<file path="config.mk">
export PLATFORM = sky130hd
export DESIGN_NAME = sec_hcond
export DESIGN_NICKNAME = d
export VERILOG_FILES = /design/src/rtl/sec_hcond_pkg.sv /design/src/rtl/shc_pair_avg.sv /design/src/rtl/shc_chan_mask.sv /design/src/rtl/shc_coord.sv /design/src/rtl/sec_hcond.sv
export SDC_FILE = /design/constraint.sdc
export NUM_CORES = 1
export LEC_CHECK = 0
export BUFFER_PORTS_ARGS = -buffer_cell sky130_fd_sc_hd__clkbuf_2
export CAP_MARGIN = 10
export CORE_MARGIN = 2
export CORE_UTILIZATION = 49
export DETAILED_ROUTE_END_ITERATION = 12
export HOLD_SLACK_MARGIN = 0.1
export PLACE_DENSITY = 0.71
export SYNTH_ARGS = -nofsm -noshare
export SYNTH_HDL_FRONTEND = slang
export SYNTH_SLANG_ARGS = --single-unit
</file>
<file path="constraint.sdc">
create_clock -name clk -period 2.75 [get_ports clk]
set_input_delay 0.4125 -clock clk [delete_from_list [all_inputs] [get_ports clk]]
set_output_delay 0.4125 -clock clk [all_outputs]
set_load 0.01 [all_outputs]
</file>
<file path="src/rtl/sec_hcond_pkg.sv">
package sec_hcond_pkg;

    // Parity class of an output position: {row odd, column odd}
    typedef enum logic [1:0] {
        PAR_EE = 2'b00,
        PAR_EO = 2'b01,
        PAR_OE = 2'b10,
        PAR_OO = 2'b11
    } parity_e;

    function automatic parity_e parity_of(input logic row_odd, input logic col_odd);
        return parity_e'({row_odd, col_odd});
    endfunction

endpackage

</file>
<file path="src/rtl/shc_pair_avg.sv">
module shc_pair_avg #(
    parameter int CH_W  = 8,
    parameter int N_CH  = 4,
    localparam int PIX_W = CH_W * N_CH
) (
    input  logic [PIX_W-1:0] pix_a,
    input  logic [PIX_W-1:0] pix_b,
    output logic [PIX_W-1:0] pix_avg
);
    // Rounded mean per channel, computed one bit wider than a channel
    for (genvar c = 0; c < N_CH; c++) begin : g_ch
        logic [CH_W:0] sum;
        assign sum = {1'b0, pix_a[c*CH_W +: CH_W]} + {1'b0, pix_b[c*CH_W +: CH_W]} + {{CH_W{1'b0}}, 1'b1};
        assign pix_avg[c*CH_W +: CH_W] = sum[CH_W:1];
    end
endmodule

</file>
<file path="src/rtl/shc_chan_mask.sv">
module shc_chan_mask
    import sec_hcond_pkg::*;
#(
    parameter int CH_W  = 8,
    parameter int N_CH  = 4,
    localparam int PIX_W = CH_W * N_CH
) (
    input  logic [PIX_W-1:0] pix_i,
    input  logic             row_odd,
    input  logic             col_odd,
    input  logic [N_CH-1:0]  m_ee,
    input  logic [N_CH-1:0]  m_eo,
    input  logic [N_CH-1:0]  m_oe,
    input  logic [N_CH-1:0]  m_oo,
    output logic [PIX_W-1:0] pix_o
);
    logic [N_CH-1:0] sel;

    always_comb begin
        unique case (parity_of(row_odd, col_odd))
            PAR_EE:  sel = m_ee;
            PAR_EO:  sel = m_eo;
            PAR_OE:  sel = m_oe;
            default: sel = m_oo;
        endcase
    end

    // Mask bit c clears channel c; channel N_CH-1 is the top byte
    for (genvar c = 0; c < N_CH; c++) begin : g_ch
        assign pix_o[c*CH_W +: CH_W] = sel[c] ? '0 : pix_i[c*CH_W +: CH_W];
    end
endmodule

</file>
<file path="src/rtl/shc_coord.sv">
module shc_coord (
    input  logic emit,
    input  logic e_sol,
    input  logic e_sof,
    input  logic row_odd_q,
    input  logic col_odd_q,
    output logic row_odd_d,
    output logic col_odd_d
);
    // Only parity is ever consumed, so only parity is tracked
    always_comb begin
        row_odd_d = row_odd_q;
        col_odd_d = col_odd_q;
        if (emit) begin
            if (e_sof) begin
                row_odd_d = 1'b0;
                col_odd_d = 1'b0;
            end else if (e_sol) begin
                row_odd_d = ~row_odd_q;
                col_odd_d = 1'b0;
            end else begin
                col_odd_d = ~col_odd_q;
            end
        end
    end
endmodule

</file>
<file path="src/rtl/sec_hcond.sv">
module sec_hcond #(
    parameter int CH_W  = 8,
    parameter int N_CH  = 4,
    localparam int PIX_W = CH_W * N_CH
) (
    input  logic             clk,
    input  logic             rst_n,
    input  logic             cfg_lp_en,
    input  logic             cfg_rep_en,
    input  logic [N_CH-1:0]  mask_ee,
    input  logic [N_CH-1:0]  mask_eo,
    input  logic [N_CH-1:0]  mask_oe,
    input  logic [N_CH-1:0]  mask_oo,
    input  logic             in_valid,
    input  logic             in_sol,
    input  logic             in_sof,
    input  logic [PIX_W-1:0] in_pix,
    output logic             in_ready,
    output logic             out_valid,
    output logic             out_sol,
    output logic             out_sof,
    output logic [PIX_W-1:0] out_pix
);
    typedef struct packed {
        logic             hold;      // second copy of a doubled pixel owed
        logic             pend_vld;  // first pixel of a pair waiting
        logic             pend_sol;
        logic             pend_sof;
        logic [PIX_W-1:0] pend_pix;  // shared: pair head or doubled pixel
        logic             row_odd;
        logic             col_odd;
        logic             o_vld;
        logic             o_sol;
        logic             o_sof;
        logic [PIX_W-1:0] o_pix;
    } st_t;

    st_t s_d, s_q;

    logic             rep_mode, lp_mode, accept, brk;
    logic             emit, e_sol, e_sof;
    logic [PIX_W-1:0] e_pix, avg_pix, msk_pix;
    logic             row_nx, col_nx;

    assign rep_mode = cfg_rep_en;
    assign lp_mode  = cfg_lp_en & ~cfg_rep_en;
    assign in_ready = ~(rep_mode & s_q.hold);
    assign accept   = in_valid & in_ready;
    assign brk      = in_sol | in_sof;

    shc_pair_avg #(.CH_W(CH_W), .N_CH(N_CH)) u_avg (
        .pix_a   (s_q.pend_pix),
        .pix_b   (in_pix),
        .pix_avg (avg_pix)
    );

    // Which pixel, if any, leaves at the coming edge
    always_comb begin
        emit  = 1'b0;
        e_pix = in_pix;
        e_sol = in_sol;
        e_sof = in_sof;
        if (rep_mode && s_q.hold) begin
            emit  = 1'b1;
            e_pix = s_q.pend_pix;
            e_sol = 1'b0;
            e_sof = 1'b0;
        end else if (accept) begin
            if (lp_mode) begin
                if (s_q.pend_vld && !brk) begin
                    emit  = 1'b1;
                    e_pix = avg_pix;
                    e_sol = s_q.pend_sol;
                    e_sof = s_q.pend_sof;
                end
            end else begin
                emit = 1'b1;
            end
        end
    end

    shc_coord u_coord (
        .emit      (emit),
        .e_sol     (e_sol),
        .e_sof     (e_sof),
        .row_odd_q (s_q.row_odd),
        .col_odd_q (s_q.col_odd),
        .row_odd_d (row_nx),
        .col_odd_d (col_nx)
    );

    shc_chan_mask #(.CH_W(CH_W), .N_CH(N_CH)) u_mask (
        .pix_i   (e_pix),
        .row_odd (row_nx),
        .col_odd (col_nx),
        .m_ee    (mask_ee),
        .m_eo    (mask_eo),
        .m_oe    (mask_oe),
        .m_oo    (mask_oo),
        .pix_o   (msk_pix)
    );

    always_comb begin
        s_d         = s_q;
        s_d.row_odd = row_nx;
        s_d.col_odd = col_nx;
        s_d.o_vld   = emit;
        s_d.o_sol   = emit & e_sol;
        s_d.o_sof   = emit & e_sof;
        if (emit) begin
            s_d.o_pix = msk_pix;
        end

        s_d.hold = 1'b0;
        if (rep_mode && !s_q.hold && accept) begin
            s_d.hold     = 1'b1;
            s_d.pend_pix = in_pix;
        end

        if (!lp_mode) begin
            s_d.pend_vld = 1'b0;
        end else if (accept) begin
            if (s_q.pend_vld && !brk) begin
                s_d.pend_vld = 1'b0;
            end else begin
                s_d.pend_vld = 1'b1;
                s_d.pend_pix = in_pix;
                s_d.pend_sol = in_sol;
                s_d.pend_sof = in_sof;
            end
        end
    end

    always_ff @(posedge clk or negedge rst_n) begin
        if (!rst_n) begin
            s_q <= '0;
        end else begin
            s_q <= s_d;
        end
    end

    assign out_valid = s_q.o_vld;
    assign out_sol   = s_q.o_sol;
    assign out_sof   = s_q.o_sof;
    assign out_pix   = s_q.o_pix;

endmodule

</file>
==> results.sh, run 1 <==
export IMPL_setup_tns_ps=0
export IMPL_synth_edff_count=0
export IMPL_drt_iter0_drc=291
export IMPL_power_density_nw_per_um2=652
export IMPL_drive_above_1_share_pct=30.1
export IMPL_vias=4460
export IMPL_crit_arrival_ps=2560
export IMPL_grt_overflow_total=0
export IMPL_vdd_drop_max_v=0.000326
export IMPL_ctsHoldBuffers=0
export IMPL_ant_nets=0
export IMPL_clk_pin_slew_ps=80
export IMPL_port_buffers=90
export IMPL_clock_latency_ps=360
export IMPL_grt_pass1_vias=4330
export IMPL_cts_tree="yes"
export IMPL_syn_area_per_cell_sq_um=9.39
export IMPL_syn_inst=551
export IMPL_crit_required_ps=3010
export IMPL_finalWirelength_mm=13.1
export IMPL_drt_first_pass_iters=4
export IMPL_fin_util_pct=56.5
export IMPL_setup_viol=0
export IMPL_timing_fmax_ghz=0.435
export IMPL_grt_usage_pct=23.7
export IMPL_final_cell_mix="89 x clkbuf_2, 73 x dfrtp_1, 63 x nand2_1, 49 x nor2_1, 29 x a21oi_1"
export IMPL_async_reset_ff_share_pct=100
export IMPL_ys_flop_type="dfrtp_1"
export IMPL_numCtsBuffers=9
export IMPL_period_needed_ps=2300
export IMPL_grt_max_degree=74
export IMPL_place_gp_congestion=0.874
export IMPL_ctsResizeCount=0
export IMPL_p_seq_share_pct=39.1
export IMPL_min_period_over_period_pct=83.5
export IMPL_p_sw_share_pct=38.4
export IMPL_core_area_sq_um=10300
export IMPL_die_w_um=107
export IMPL_leakage_uw=0.00271
export IMPL_power_switching_uw=1460
export IMPL_cts_max_level=3
export IMPL_yosysSeqAreaShare_pct=35.3
export IMPL_rsz0062_at_grt="false"
export IMPL_instances_no_fill=754
export IMPL_min_path_type="in -> async"
export IMPL_critPathCaptureType="flip-flop"
export IMPL_postCtsSetupBuffers=0
export IMPL_final_nets=700
export IMPL_grt_pass1_wl_mm=21.5
export IMPL_dpl_hpwl_mm=9.10
export IMPL_hold_violations=0
export IMPL_num_rows=37
export IMPL_routed_via_density=5.92
export IMPL_crit_type="reg -> reg"
export IMPL_dp_cells=738
export IMPL_start_util_pct=50.4
export IMPL_power_internal_uw=2330
export IMPL_final_area_sq_um=5810
export IMPL_wire_per_inst_um=17.4
export IMPL_synth_seq_cells=73
export IMPL_post_route_drc_count=0
export IMPL_crit_start="s_q[39]"
export IMPL_die_area_sq_um=11400
export IMPL_clockBufferDepth=2
export IMPL_yosysUniqueCellTypes=53
export IMPL_num_io_pins=91
export IMPL_fp_dieH_um=107
export IMPL_r2r_start="s_q[39]"
export IMPL_finalMaxSlewViolations=0
export IMPL_final_common_cell="clkbuf_2"
export IMPL_cp_start_kind="flip-flop"
export IMPL_antenna_found_initial=0
export IMPL_tightest_slew_ps=947
export IMPL_antennaDiodeCount=0
export IMPL_clock_sinks=73
export IMPL_clockPowerShare_pct=21.4
export IMPL_max_cap_violations=0
export IMPL_comb_power_share_pct=39.5
export IMPL_cts_root_buf="clkbuf_8"
export IMPL_synth_area_sq_um=5180
export IMPL_status="finished clean"
export IMPL_yosys_warnings=0
export IMPL_relSlewSlack_pct=36.8
export IMPL_area_delta_synth_final_pct=12.2
export IMPL_skew_ps=7.64
export IMPL_cp_max_fo=4
export IMPL_syn_nets=638
export IMPL_place_area_sq_um=5630
-- critical path, stage by stage (launching register included) --
cell and delay, ps:
dfrtp_1 410, ha_1 340, nand2_1 60, o21ai_0 260, a31oi_1 200, or4_1 490, and4_1 220, o31ai_1 230
-- final cells by class --
type | count | area, sq um
clock buffer | 11 | 151
clock inverter | 5 | 30.0
fill | 947 | 4470
inverter | 21 | 80.1
multi-input combinational | 399 | 2940
sequential | 73 | 1830
tap | 136 | 170
timing repair buffer | 109 | 608
-- metrics by stage --
| stage | setup slack, ps | hold slack, ps | power [uW] |
|---|---|---|---|
| finish | 453 | 189 | 3790 |
| global route | 251 | 267 | 4020 |
| CTS | 461 | 239 | 3800 |
| detailed placement | 270 | 456 | 2980 |
| global placement | 372 | 455 | 2930 |
| floorplan | 528 | 117 | 2620 |
-- power groups by stage --
stage | combinational (uW) | clock [uW] | sequential [uW]
after floorplan | 1190 | 0 | 1430
after global placement | 1440 | 0 | 1490
after detailed placement | 1490 | 0 | 1490
after CTS | 1500 | 824 | 1480
after global routing | 1650 | 867 | 1500
final | 1500 | 810 | 1480
-- cell families (layout without fill, tap and decap cells) --
kind of cell | after synthesis | after routing | synth area share, %
compound gates | 166 | 166 | 24.6
simple gates | 157 | 157 | 14.3
buf+inv | 79 | 146 | 8.34
flops | 73 | 73 | 35.3
fa+ha+maj | 32 | 32 | 8.32
mux | 32 | 32 | 7.15
xor+xnor | 12 | 12 | 2.03
-- path summary, 6_finish.rpt --
kind                          endpoint  slack (ps)  cells past startpoint
max                         out_pix[6]         450                      7
min                            s_q[69]         190                      1
max reg2reg                 out_pix[6]         450                      7
min reg2reg                    s_q[72]         470                      1
max in group asynchronous  out_pix[23]        1940                      1
min in group clk               s_q[72]         320                      3
-- sequential cells by signal, summed over array words and instances (netlist names) --
register / cells
out_sol: 1
out_pix: 32
out_valid: 1
s_q: 38
out_sof: 1
-- layer usage --
layer	wire [um]	up-vias	track usage [%]
met3	759	19	4.56
met4	229	0	7.88
met2	6130	152	39.1
li1	-	2114	-
met5	0	-	0
met1	5980	2175	31.3
-- cells in the mapped netlist, types with 2 or more instances --
| library cell | n | area (sq um) |
|---|---|---|
| dfrtp_1 | 73 | 1830 |
| nand2_1 | 63 | 236 |
| nor2_1 | 49 | 184 |
| buf_4 | 33 | 248 |
| a21oi_1 | 30 | 150 |
| ha_1 | 28 | 350 |
| mux2_2 | 28 | 315 |
| o21ai_0 | 25 | 125 |
| clkbuf_1 | 21 | 78.8 |
| inv_1 | 20 | 75.1 |
| o31ai_1 | 20 | 150 |
| o22ai_1 | 16 | 100 |
| o41ai_2 | 15 | 244 |
| o221ai_1 | 13 | 114 |
| a31oi_1 | 12 | 75.1 |
| xor2_1 | 11 | 96.3 |
| nor2b_1 | 9 | 56.3 |
| a211oi_1 | 8 | 60.1 |
| nand3b_1 | 8 | 60.1 |
| a2111oi_0 | 4 | 35.0 |
| a21o_1 | 4 | 30.0 |
| a31o_2 | 4 | 35.0 |
| fa_1 | 4 | 80.1 |
| mux2i_2 | 4 | 55.1 |
| nand2b_1 | 4 | 25.0 |
| nor3_1 | 4 | 20.0 |
| o21a_1 | 4 | 30.0 |
| o311ai_0 | 4 | 35.0 |
| or3_1 | 3 | 18.8 |
| and2_1 | 2 | 12.5 |
| and4b_1 | 2 | 20.0 |
| buf_2 | 2 | 10.0 |
| nand3_1 | 2 | 10.0 |
| nor3b_1 | 2 | 15.0 |
| or4_1 | 2 | 15.0 |
No activity file was read; power rests on OpenSTA's default activity.
==> inputs of run 2 (changes only) <==
--- a/config.mk
+++ b/config.mk
@@ -11,7 +11,7 @@
 export CORE_UTILIZATION = 49
 export DETAILED_ROUTE_END_ITERATION = 12
 export HOLD_SLACK_MARGIN = 0.1
-export PLACE_DENSITY = 0.71
+export PLACE_DENSITY = 0.74
 export SYNTH_ARGS = -nofsm -noshare
 export SYNTH_HDL_FRONTEND = slang
 export SYNTH_SLANG_ARGS = --single-unit
==> constraint.sdc (replaced) <==
create_clock -name clk -period 1.85 [get_ports clk]
set_input_delay 0.2775 -clock clk [delete_from_list [all_inputs] [get_ports clk]]
set_output_delay 0.2775 -clock clk [all_outputs]
set_load 0.01 [all_outputs]
==> run 2 against run 1 <==
Against the previous run:
- the flow now finishes with violations (setup timing)
- first-iteration DRC count up 7.2%
- die area is the same
- sequential power grew 49%
- routed wire length rose by 19%
- fmax up 6.4%
- register-to-register slack got worse by 760 ps
- count of clock-buffer cells in the layout shrank 2
==> results.sh, run 2 (synthesized netlist as in run 1, its figures left out) <==
export IMPL_status="finished with violations"
export IMPL_violations="setup timing"
export IMPL_ant_nets=0
export IMPL_finalMaxSlewViolations=0
export IMPL_p_seq_share_pct=31.6
export IMPL_largest_register_ffs=38
export IMPL_crit_arrival_ps=2390
export IMPL_n_fill_cell=754
export IMPL_num_rows=37
export IMPL_drive_above_1_share_pct=46.6
export IMPL_busiest_layer="met2"
export IMPL_post_route_drc_count=0
export IMPL_cp_max_fo=6
export IMPL_cts_max_level=3
export IMPL_hold_ws_ps=185
export IMPL_wire_per_inst_um=18.5
export IMPL_drt_first_pass_iters=5
export IMPL_power_density_nw_per_um2=986
export IMPL_final_nets=790
export IMPL_core_area_sq_um=10300
export IMPL_dpl_hpwl_mm=10.7
export IMPL_setup_tns_ps=-8510
export IMPL_leakage_uw=0.00332
export IMPL_critPathCaptureType="flip-flop"
export IMPL_grt_pass1_vias=5210
export IMPL_antennaDiodeCount=0
export IMPL_clock_latency_ps=370
export IMPL_use_met3_pct=3.83
export IMPL_numCtsBuffers=9
export IMPL_largest_register="s_q"
export IMPL_die_w_um=107
export IMPL_vdd_drop_max_v=0.000523
export IMPL_power_switching_uw=2620
export IMPL_final_cell_mix="94 x buf_4, 89 x clkbuf_2, 73 x dfrtp_1, 62 x nand2_1, 48 x nor2_1"
export IMPL_relSlewSlack_pct=65.9
export IMPL_antenna_found_initial=0
export IMPL_place_area_sq_um=6240
export IMPL_crit_required_ps=2090
export IMPL_area_delta_synth_final_pct=37.5
export IMPL_clockBufferDepth=2
export IMPL_grtUsageMet2_pct=45.8
export IMPL_cp_start_kind="flip-flop"
export IMPL_place_gp_congestion=0.893
export IMPL_comb_power_share_pct=46.4
export IMPL_clockPowerShare_pct=22.0
export IMPL_grt_max_degree=40
export IMPL_min_path_type="in -> reg"
export IMPL_die_area_sq_um=11400
export IMPL_crit_type="reg -> reg"
export IMPL_grt_overflow_total=0
export IMPL_cts_tree="yes"
export IMPL_fp_dieH_um=107
export IMPL_pre_cts_ws_ps=-362
export IMPL_vias=5076
export IMPL_clk_pin_slew_ps=80
export IMPL_finalWirelength_mm=15.6
export IMPL_routed_via_density=6.01
export IMPL_hold_violations=0
export IMPL_clock_sinks=73
export IMPL_num_io_pins=91
export IMPL_timing_fmax_ghz=0.463
export IMPL_rsz0062_at_grt="true"
export IMPL_fin_util_pct=69.2
export IMPL_min_period_over_period_pct=117
export IMPL_grt_usage_pct=27.7
export IMPL_p_sw_share_pct=37.3
export IMPL_setup_viol=32
export IMPL_worst_slack_ps=-308
export IMPL_power_internal_uw=4400
export IMPL_period_needed_ps=2160
export IMPL_skew_ps=11.1
export IMPL_final_common_cell="buf_4"
export IMPL_drt_iter0_drc=312
export IMPL_max_cap_violations=0
export IMPL_final_area_sq_um=7120
export IMPL_cts_root_buf="clkbuf_8"
export IMPL_grt_pass1_wl_mm=25.0
export IMPL_met1_usage_pct=36.0
export IMPL_start_util_pct=50.4
export IMPL_tightest_slew_ps=512
export IMPL_port_buffers=90
run 2: area by class of cell:
type	count	area (sq um)	share of cell area [%]
multi-input combinational	399	3400	47.7
sequential	73	1830	25.7
timing repair buffer	199	1400	19.7
tap	136	170	2.39
clock buffer	9	124	1.74
clock inverter	7	119	1.67
inverter	21	80.1	1.13
run 2: stage by stage:
| stage | total power (uW) | std cells |
|---|---|---|
| after global routing | 7380 | 844 |
| after global placement | 4660 | 816 |
| after detailed placement | 4770 | 816 |
| after CTS | 6830 | 841 |
| final | 7020 | 844 |
| after floorplan | 3900 | 551 |
run 2: power by group through the flow:
| stage | Combinational [uW] | Clock, uW | Sequential, uW |
|---|---|---|---|
| after floorplan | 1770 | 0 | 2120 |
| after global placement | 2450 | 0 | 2210 |
| after detailed placement | 2550 | 0 | 2220 |
| after CTS | 3070 | 1570 | 2200 |
| after global routing | 3510 | 1630 | 2250 |
| final | 3260 | 1550 | 2210 |
run 2: final timing paths:
check	start	to	slack, ps	depth (start not counted)
min reg2reg	s_q[72]	s_q[72]	490	1
min	cfg_rep_en	s_q[72]	180	3
min in group asynchronous	rst_n	out_sof	410	2
max in group asynchronous	rst_n	s_q[35]	850	3
max reg2reg	s_q[71]	out_pix[2]	-310	8
max	s_q[71]	out_pix[2]	-310	8
run 2: worst max-delay path: stages, from the launching register on:
cell and delay (ps):
dfrtp_1 430, nor3b_4 260, o211ai_1 140, buf_4 170, o41ai_4 290, buf_6 200, mux2i_4 310, buf_12 170
o41ai_2 60
run 2: per-layer routing:
metal  vias up  wire (um)
li1       2305          -
met3        55        996
met2       234       7590
met1      2482       6490
met4         0        560
met5         -          0
run 2: what timing repair did:
action,4_1_cts,5_1_grt
endpoints found under the hold margin,35,0
hold buffers,1,0
setup buffers,13,4
gates resized for setup,74,31
endpoints found under the setup margin,34,35
pin swaps,40,10
